**config.mk**
```make
export PLATFORM = sky130hd
export DESIGN_NAME = subfield_bank_ctrl
export DESIGN_NICKNAME = d
export VERILOG_FILES = /design/src/rtl/subfield_bank_ctrl.sv
export SDC_FILE = /design/constraint.sdc
export NUM_CORES = 1
export LEC_CHECK = 0
export ABC_AREA = 1
export BUFFER_PORTS_ARGS = -buffer_cell sky130_fd_sc_hd__buf_4
export CAP_MARGIN = 20
export CELL_PAD_IN_SITES_DETAIL_PLACEMENT = 0
export CELL_PAD_IN_SITES_GLOBAL_PLACEMENT = 1
export CORE_ASPECT_RATIO = 1.4
export CORE_MARGIN = 3
export CORE_UTILIZATION = 43
export DETAILED_ROUTE_END_ITERATION = 6
export MAX_ROUTING_LAYER = met4
export PLACE_DENSITY = 0.95
export RECOVER_POWER = 50
export SYNTH_ARGS = -nofsm -noshare
export SYNTH_HDL_FRONTEND = slang
export SYNTH_SLANG_ARGS = --single-unit
```
**constraint.sdc**
```tcl
create_clock -name clk -period 2.6 [get_ports clk]
set_input_delay 0.13 -clock clk [delete_from_list [all_inputs] [get_ports clk]]
set_output_delay 0.13 -clock clk [all_outputs]
set_load 0.02 [all_outputs]
```
**src/rtl/subfield_bank_ctrl.sv**
```systemverilog
module subfield_bank_ctrl #(
  parameter int ADDR_W       = 21,
  parameter int REGION_WORDS = 327680
) (
  input  logic              clk,
  input  logic              rst_n,
  input  logic              in_vsync,
  input  logic              wr_valid,
  input  logic [1:0]        wr_color,
  input  logic              rd_req,
  input  logic              rd_subsync,
  output logic [ADDR_W-1:0] bank0_addr,
  output logic [ADDR_W-1:0] bank1_addr,
  output logic              bank0_w_n,
  output logic              bank1_w_n,
  output logic              bank0_g_n,
  output logic              bank1_g_n,
  output logic              wr_bank_sel
);

  localparam int CNT_W = $clog2(REGION_WORDS + 1);
  localparam logic [CNT_W-1:0]  CNT_FULL = CNT_W'(REGION_WORDS);
  localparam logic [CNT_W-1:0]  CNT_LAST = CNT_W'(REGION_WORDS - 1);
  localparam logic [ADDR_W-1:0] BASE_G   = ADDR_W'(REGION_WORDS);
  localparam logic [ADDR_W-1:0] BASE_B   = ADDR_W'(2 * REGION_WORDS);

  logic             vs_q, wr_bank;
  logic [CNT_W-1:0] wcnt, rcnt;
  logic [1:0]       rcol;
  logic             frame_start, wr_full, wr_go, rd_go;
  logic [ADDR_W-1:0] wr_addr, rd_addr;

  function automatic logic [ADDR_W-1:0] region_base(input logic [1:0] c);
    case (c)
      2'd1:    return BASE_G;
      2'd2:    return BASE_B;
      default: return '0;
    endcase
  endfunction

  assign frame_start = rst_n && in_vsync && !vs_q;
  assign wr_full     = (wcnt == CNT_FULL);
  assign wr_go       = rst_n && wr_valid && (wr_color != 2'd3) && !wr_full && !frame_start;
  assign rd_go       = rst_n && rd_req && !rd_subsync && !frame_start;

  assign wr_addr = region_base(wr_color) + ADDR_W'(wcnt);
  assign rd_addr = region_base(rcol) + ADDR_W'(rcnt);

  assign bank0_addr  = wr_bank ? rd_addr : wr_addr;
  assign bank1_addr  = wr_bank ? wr_addr : rd_addr;
  assign bank0_w_n   = !(wr_go && !wr_bank);
  assign bank1_w_n   = !(wr_go && wr_bank);
  assign bank0_g_n   = !(rd_go && wr_bank);
  assign bank1_g_n   = !(rd_go && !wr_bank);
  assign wr_bank_sel = wr_bank;

  always_ff @(posedge clk) begin
    if (!rst_n) begin
      vs_q    <= 1'b0;
      wr_bank <= 1'b0;
      wcnt    <= '0;
      rcnt    <= '0;
      rcol    <= 2'd0;
    end else begin
      vs_q <= in_vsync;
      if (frame_start) begin
        wr_bank <= !wr_bank;
        wcnt    <= '0;
        rcnt    <= '0;
        rcol    <= 2'd0;
      end else begin
        if (wr_go && wr_color == 2'd2)
          wcnt <= wcnt + 1'b1;
        if (rd_subsync) begin
          rcnt <= '0;
          rcol <= (rcol == 2'd2) ? 2'd0 : rcol + 2'd1;
        end else if (rd_go && rcnt != CNT_LAST) begin
          rcnt <= rcnt + 1'b1;
        end
      end
    end
  end

  a_r9_bank_exclusive: assert property (@(posedge clk) disable iff (!rst_n)
    !((!bank0_w_n && !bank0_g_n) || (!bank1_w_n && !bank1_g_n)));

  a_r4_no_overflow: assert property (@(posedge clk) disable iff (!rst_n)
    wcnt <= CNT_FULL);

  a_r6_read_hold: assert property (@(posedge clk) disable iff (!rst_n)
    rcnt <= CNT_LAST);

  a_r3_skip_ignored: assert property (@(posedge clk) disable iff (!rst_n)
    (wr_valid && wr_color == 2'd3 && !frame_start) |=> $stable(wcnt));

  a_r7_restart: assert property (@(posedge clk) disable iff (!rst_n)
    (rd_subsync && !frame_start) |=> (rcnt == '0));

  a_r8_swap: assert property (@(posedge clk) disable iff (!rst_n)
    frame_start |=> (wr_bank != $past(wr_bank)));

  a_r8_quiet_edge: assert property (@(posedge clk) disable iff (!rst_n)
    frame_start |-> (bank0_w_n && bank1_w_n && bank0_g_n && bank1_g_n));

endmodule

```
-- Yosys cells after proc, flatten, opt, wreduce, memory -nomap -nowiden
Cells that the tools add are included.
- bits in latches: 0
- output and inout bits: 47
- word-level logic and storage cells: 49
- memories: 0
- bits in read-only memories: 0
- RAM bits: 0
- flip-flop bits (word level): 42
- eq/ne operators: 7
- mux-type cells: 5
- divide/modulo/power cells: 0
- reduce and logical (&&, ||, !) cells: 26
- magnitude comparators: 0
- shifts and indexed selects: 0
- $add $sub $neg: 5
- multiply operators: 0
- bitwise logic cells: 1
- operators with widths (kind ; number):
    $pmux W20 S2 ; 2
    $add A21 B19 Y21 ; 2
    $mux W21 ; 2
    $add A19 B1 Y19 const B ; 2
    $eq A19 B19 Y1 const B ; 1
    $ne A19 B19 Y1 const B ; 1
    $logic_and A1 B1 Y1 ; 15
    $logic_not A1 Y1 ; 9
    $eq A2 B1 Y1 const B ; 2
    $eq A2 B2 Y1 const B ; 2
    $reduce_or A3 Y1 ; 1
    $add A2 B1 Y2 const B ; 1
    $mux W2 ; 1
    $ne A2 B2 Y1 const B ; 1
    $reduce_or A2 Y1 ; 1
    $not A1 Y1 ; 1

-- Longest topological paths before layout
Gate-level depths: netlist (run 1).
- depth in word-level cells: 6
- depth in mapped cells: 11

-- Worst setup path before layout (run 1)
No wires, ideal clock.
- kind: flip-flop to output port
- start: register rcol[0]
- end: output port bank0_addr[20]
- slack: 0.667 ns
- buffers on the path: 0
- stages on the path, launching flop included: 9
- data required time: 2.470 ns
- arrival time: 1.803 ns
- cell sequence: dfxtp_1 inv_1 nor2_1 ha_1 inv_1 fa_1 nor2_1 o21ai_0 o21ai_0
- cells in the longest elaborated chain, start to end: 4
- RTL lines (what ; RTL line ; text):
    start: declaration ; 29 ; logic [1:0] rcol;
    start signal: assignment ; 76 ; rcol <= (rcol == 2'd2) ? 2'd0 : rcol + 2'd1;
    $eq A2 B2 Y1 or $eq A2 B1 Y1 (tied branches) ; 34 ; case (c)
    $pmux W20 S2 * ; 34 ;
    $add A21 B19 Y21 * ; 47 ; assign rd_addr = region_base(rcol) + ADDR_W'(rcnt);
    $mux W21 * ; 49 ; assign bank0_addr = wr_bank ? rd_addr : wr_addr;
    end: declaration ; 12 ; output logic [ADDR_W-1:0] bank0_addr,
Every way passes the cells marked *; elsewhere a longest branch is shown, timed or not.

-- Worst setup path after layout (run 1)
- start: register wcnt[16]
- end: output port bank0_addr[20]
- cells in the longest elaborated chain, start to end: 2
- RTL lines (what ; RTL line ; text):
    start: declaration ; 28 ; logic [CNT_W-1:0] wcnt, rcnt;
    start signal: assignment ; 73 ; wcnt <= wcnt + 1'b1;
    $add A21 B19 Y21 ; 46 ; assign wr_addr = region_base(wr_color) + ADDR_W'(wcnt);
    $mux W21 ; 49 ;
No other way between the ends.

==> impl_metrics.tcl, run 1 <==
set metrics [dict create \
    yosys_most_used_dff "dfxtp_1" \
    stdcell_count 699 \
    finalCriticalPeriod_ns 2.39 \
    register_area_um2 842 \
    clock-sinks 42 \
    fin_tns_setup_ns 0 \
    ys_seq_area_frac 0.248 \
    hold_path_depth 3 \
    syn-num-nets 573 \
    reg2reg_depth 9 \
    ys_types 29 \
    status "finished, final reports clean" \
    start_kind "register" \
    reg2reg_to "rcnt[8]$_SDFFE_PP0P_" \
    hold_path_end "vs_q$_SDFF_PN0_" \
    wl_per_cell_um 14.4 \
    synth_seq_cells 42 \
    rsz0062_at_grt "no" \
    fp.dieW_um 81.1 \
    worstHoldStart "in_vsync" \
    r2r_start "rcnt[0]$_SDFFE_PP0P_" \
    cts_buffers 5 \
    grt-ovfl-total 0 \
    dpl.hpwl_um 7970 \
    cts.clk_slew.worst_paths_ns 0.10 \
    drcViolationCount 0 \
    antenna_cells 0 \
    fmax_mhz 419 \
    static-leakage-power_nw 1.36 \
    p_per_area_nw_per_um2 337 \
    ant_nets 0 \
    via_per_inst 5.06 \
    hold_class "in2reg" \
    p_total_mw 1.28 \
    tightest_slew_ns 0.841 \
    grt_pass1_vias 3453 \
    wl_um 10100 \
    cts_hold_buffers 0 \
    firstDrtPassIters 4 \
    syn_area_per_cell_um2 6.13 \
    ys_warn_count 0 \
    nFillCells 848 \
    crit_required_ns 2.47 \
    fin_crit_sh 0.918 \
    drtIter0Drc 213 \
    antenna_found_initial 0 \
    multi_input_area_um2 2190 \
    slew_headroom 0.440 \
    cp-end-kind "output port" \
    post-cts-setup-buffer-count 0 \
    gp_congestion 0.964 \
    nNetsFinal 620 \
    critPathMaxFanout 7 \
    synthCells 554 \
    placed_cells 691 \
    worstSkewPairLatency_ns 0.31 \
    cts_tree "yes" \
    start_util 0.452 \
    synth_edf_count 0 \
    clockBufferDepth 2 \
    post-route-util 0.506 \
    finalHoldViolCount 0 \
    grtUsageTotal 0.242 \
    drive_gt1_frac 0.120 \
    fin_skew_ns 0.0127 \
    placementRows 37 \
    crit_type "reg2out" \
    area_delta_synth_final_pct 11.9 \
    grt_first_pass_wirelength_um 16700 \
    fin_ws_ns 0.214 \
    die_h_um 111 \
    synth_area_um2 3390 \
    drv_cap 0 \
    core_um2 7500 \
    vias 3540 \
    ios 55 \
    dpl_worst_slack_ns 0.563 \
    arrival_ns 2.26 \
    h-tree-depth 2 \
    ir_drop_mv 0.205 \
    die_area_um2 9010 \
    drv_slew 0 \
    cts_resized 0 \
    r2r_slack_ns 0.28 \
    root_buffer "clkbuf_8" \
    ys_async_sr_fraction 0 \
    setup_violations 0 \
    grt_max_degree 64 \
    portBuffers 54 \
]
## flip-flops by register name, indices dropped and copies added, names as in the netlist
register,cells
wr_bank_sel,1
rcnt,19
rcol,2
wcnt,19
vs_q,1
## critical path, stage by stage, from the launching register on
cell,delay (ns)
dfxtp_1,0.48
ha_1,0.21
inv_1,0.06
fa_1,0.37
or2_2,0.31
a21oi_1,0.19
nand2_1,0.07
o21ai_0,0.08
buf_4,0.18
## Yosys cell counts (all sizes together), types with 2 or more instances
| cell | number | area share |
|---|---|---|
| buf | 9 | 0.021 |
| clkbuf | 9 | 0.010 |
| nor2 | 74 | 0.10 |
| nand4 | 8 | 0.015 |
| inv | 57 | 0.063 |
| a21oi | 37 | 0.065 |
| dfxtp | 42 | 0.25 |
| o21ai | 50 | 0.074 |
| ha | 9 | 0.033 |
| xor2 | 26 | 0.067 |
| nand3 | 22 | 0.040 |
| fa | 2 | 0.012 |
| clkinv | 2 | 0.0022 |
| nand2 | 203 | 0.23 |
## per-stage QoR
stage                     hold slack, ns  area (um^2)
after global routing              0.0315         3800
after CTS                         0.0286         3940
after floorplan                    0.252         3390
after detailed placement           0.355         3840
final                             0.0198         3800
after global placement             0.337         3840
## cells in the final DEF, fill, tap and decap left out
master      instances
fa_1                2
xnor2_1             1
inv_1              52
or2_2               1
nor2_2              6
a21oi_1            28
ha_1                9
clkbuf_8            5
inv_6               1
nand2_1           198
nand4_1             8
nand3_1            20
nand2_2             4
nand3_4             2
dfxtp_1            41
a21boi_4            1
clkbuf_1           28
inv_2               5
buf_4              30
nor2_1             65
nand2_4             1
xor2_1             26
dfxtp_2             1
nor2_8              1
nor3_4              1
nor2_4              2
a21oi_2             9
o21ai_0            50
clkinvlp_4          2
clkinv_1            2
## worst max-delay path by stage
stage / startpoint / endpoint / slack [ns] / cells past startpoint
floorplan: rcol[0]$_SDFFE_PP0P_ / bank0_addr[20] / 0.67 / 8
global placement: wr_color[0] / bank0_addr[19] / 0.57 / 10
detailed placement: wr_color[0] / bank0_addr[19] / 0.56 / 10
CTS: wcnt[16]$_SDFFE_PP0P_ / bank0_addr[20] / 0.21 / 8
global route: rcnt[0]$_SDFFE_PP0P_ / rcnt[8]$_SDFFE_PP0P_ / 0.04 / 9
finish: wcnt[16]$_SDFFE_PP0P_ / bank0_addr[20] / 0.21 / 8
## routing by layer
layer | track usage | share of wire | wire, um | vias up
met5 | - | 0 | 0 | -
met4 | 0.0947 | 0.034 | 340 | 0
met3 | 0.0309 | 0.034 | 343 | 25
met2 | 0.414 | 0.53 | 5300 | 74
met1 | 0.280 | 0.41 | 4090 | 1613
li1 | - | - | - | 1828
## where the power goes
group	total, mW	switching, mW	internal, mW
registers	0.651	0.00353	0.648
clock network	0.452	0.260	0.192
logic	0.176	0.127	0.0489
## layout make-up
class | count | share of cell area
Clock buffer | 5 | 0.0181
Clock inverter | 3 | 0.00626
Inverter | 59 | 0.0583
Timing Repair Buffer | 58 | 0.0870
Multi-Input combinational cell | 435 | 0.576
Sequential cell | 42 | 0.222
Tap cell | 97 | 0.0320
## cell families (layout without fill, tap and decap cells)
group / Yosys count / count (layout) / synth area share
AND/OR/NAND/NOR: 309 / 309 / 0.397
AO/OA/AOI/OAI: 88 / 88 / 0.144
buffers and inverters: 77 / 125 / 0.0966
flip-flops: 42 / 42 / 0.248
XOR/XNOR: 27 / 27 / 0.0697
adder cells (fa/ha/maj): 11 / 11 / 0.0450
Note: power is estimated with default switching activity, not from simulation.
==> run 2, diff against run 1 <==
--- a/config.mk
+++ b/config.mk
@@ -16,7 +16,6 @@
 export DETAILED_ROUTE_END_ITERATION = 6
 export MAX_ROUTING_LAYER = met4
 export PLACE_DENSITY = 0.95
-export RECOVER_POWER = 50
 export SYNTH_ARGS = -nofsm -noshare
 export SYNTH_HDL_FRONTEND = slang
 export SYNTH_SLANG_ARGS = --single-unit
==> run 2 against run 1 <==
Combinational power is 3% higher. Largest power group unchanged. Clock power about the same. Sequential share of layout area fell by 0.80 points. Critical path type unchanged. Setup slack hardly changed. Maximum frequency barely moved. Total power increased by 0.35%. Die area is the same. Register-to-register slack improved by 0.48 ns. Non-clock buffer count did not move. Hold slack improved by 0.0067 ns. Wire length down 0.72%. Clock skew hardly changed.
==> impl_metrics.tcl, run 2 (synthesis results as in run 1) <==
set metrics [dict create \
    status "finished, final reports clean" \
    fin_tns_setup_ns 0 \
    fp.dieW_um 81.1 \
    crit_start "wcnt[16]$_SDFFE_PP0P_" \
    crit_required_ns 2.47 \
    start_kind "register" \
    wl_per_cell_um 14.3 \
    reg2reg_to "wcnt[16]$_SDFFE_PP0P_" \
    grt_first_pass_wirelength_um 16700 \
    nNetsFinal 620 \
    grt_max_degree 64 \
    p_per_area_nw_per_um2 326 \
    hold_path_depth 3 \
    via_per_inst 5.06 \
    area_delta_synth_final_pct 16.0 \
    arrival_ns 2.26 \
    wl_um 10000 \
    die_h_um 111 \
    tightest_slew_ns 0.575 \
    ir_drop_mv 0.205 \
    cts_resized 0 \
    finalHoldViolCount 0 \
    clock-sinks 42 \
    slew_headroom 0.614 \
    cts_hold_buffers 0 \
    clockBufferDepth 2 \
    hold_path_end "vs_q$_SDFF_PN0_" \
    static-leakage-power_nw 1.50 \
    finalCriticalPeriod_ns 2.39 \
    portBuffers 54 \
    rsz0062_at_grt "no" \
    start_util 0.452 \
    cp-end-kind "output port" \
    grtUsageTotal 0.242 \
    dpl.hpwl_um 7970 \
    worstSkewPairLatency_ns 0.31 \
    reg2reg_depth 8 \
    critPathMaxFanout 7 \
    grt_pass1_vias 3453 \
    antenna_cells 0 \
    antenna_found_initial 0 \
    core_um2 7500 \
    fin_skew_ns 0.0126 \
    met3_usage 0.0309 \
    cts_tree "yes" \
    met2_usage 0.414 \
    grt-ovfl-total 0 \
    drcViolationCount 0 \
    hold_class "in2reg" \
    root_buffer "clkbuf_8" \
    die_area_um2 9010 \
    h-tree-depth 2 \
    setup_violations 0 \
    gp_congestion 0.964 \
    vias 3538 \
    ios 55 \
    placementRows 37 \
    cts.clk_slew.worst_paths_ns 0.10 \
    worstHoldStart "in_vsync" \
    drtIter0Drc 223 \
    crit_type "reg2out" \
    drv_cap 0 \
    cts_buffers 5 \
    final_cell_mix "nand2_1, nor2_1, buf_4" \
    r2r_slack_ns 0.76 \
    nFillCells 809 \
    drv_slew 0 \
    busiest_layer "met2" \
    grt_use_met1 0.280 \
    firstDrtPassIters 4 \
    post-cts-setup-buffer-count 0 \
    p_total_mw 1.28 \
    drive_gt1_frac 0.176 \
    reg_top3 "rcnt: 19 flops, wcnt: 19 flops, rcol: 2 flops" \
    fin_crit_sh 0.918 \
    r2r_start "wcnt[0]$_SDFFE_PP0P_" \
    fmax_mhz 419 \
    ant_nets 0 \
    final_common_cell "nand2_1" \
]
## run 2: cell count changes in the layout (fill, tap and decap cells not counted), sizes merged
cell,before,now
clkbuf,33,5
buf,30,58
## run 2: through the flow
| step | hold slack [ns] | setup WS (ns) | cells | util | instance area, um^2 |
|---|---|---|---|---|---|
| floorplan | 0.252 | 0.667 | 554 | - | 3390 |
| global placement | 0.337 | 0.572 | 691 | 0.513 | 3840 |
| detailed placement | 0.355 | 0.563 | 691 | 0.513 | 3840 |
| CTS | 0.0286 | 0.208 | 699 | 0.525 | 3940 |
| global route | 0.0328 | 0.0646 | 699 | 0.525 | 3940 |
| finish | 0.0265 | 0.214 | 699 | 0.525 | 3940 |
## run 2: cell type report
type,instances,area (um^2),share of cell area
inverters,59,221,0.0562
well taps,97,121,0.0308
flip-flops and latches,42,842,0.214
clock buffers,5,68.8,0.0175
repair buffers,58,435,0.111
clock inverters,3,23.8,0.00604
multi-input cells,435,2220,0.565
## run 2: layer usage
layer  share of wire  wire length [um]
met2            0.53              5260
met1            0.41              4050
met4           0.034               339
met3           0.035               347
met5               0                 0
## run 2: where the power goes
group / internal [mW] / switching, mW / leakage (nW)
combinational: 0.0527 / 0.128 / 1.12
clock: 0.192 / 0.260 / 0.0408
sequential: 0.648 / 0.00349 / 0.339
## run 2: how the worst max path moves through the flow
stage,end,slack [ns],cells after the start
after floorplan,bank0_addr[20],0.67,8
after global placement,bank0_addr[19],0.57,10
after detailed placement,bank0_addr[19],0.56,10
after CTS,bank0_addr[20],0.21,8
after global routing,bank1_addr[20],0.06,8
final,bank1_addr[20],0.21,8
## run 2: worst max-delay path, stage by stage, from the launching register on
cell and delay, ns:
dfxtp_1 0.48, ha_1 0.21, inv_1 0.06, fa_1 0.37, or2_2 0.31, a21oi_1 0.19, nand2_1 0.07, o21ai_0 0.09
buf_4 0.17
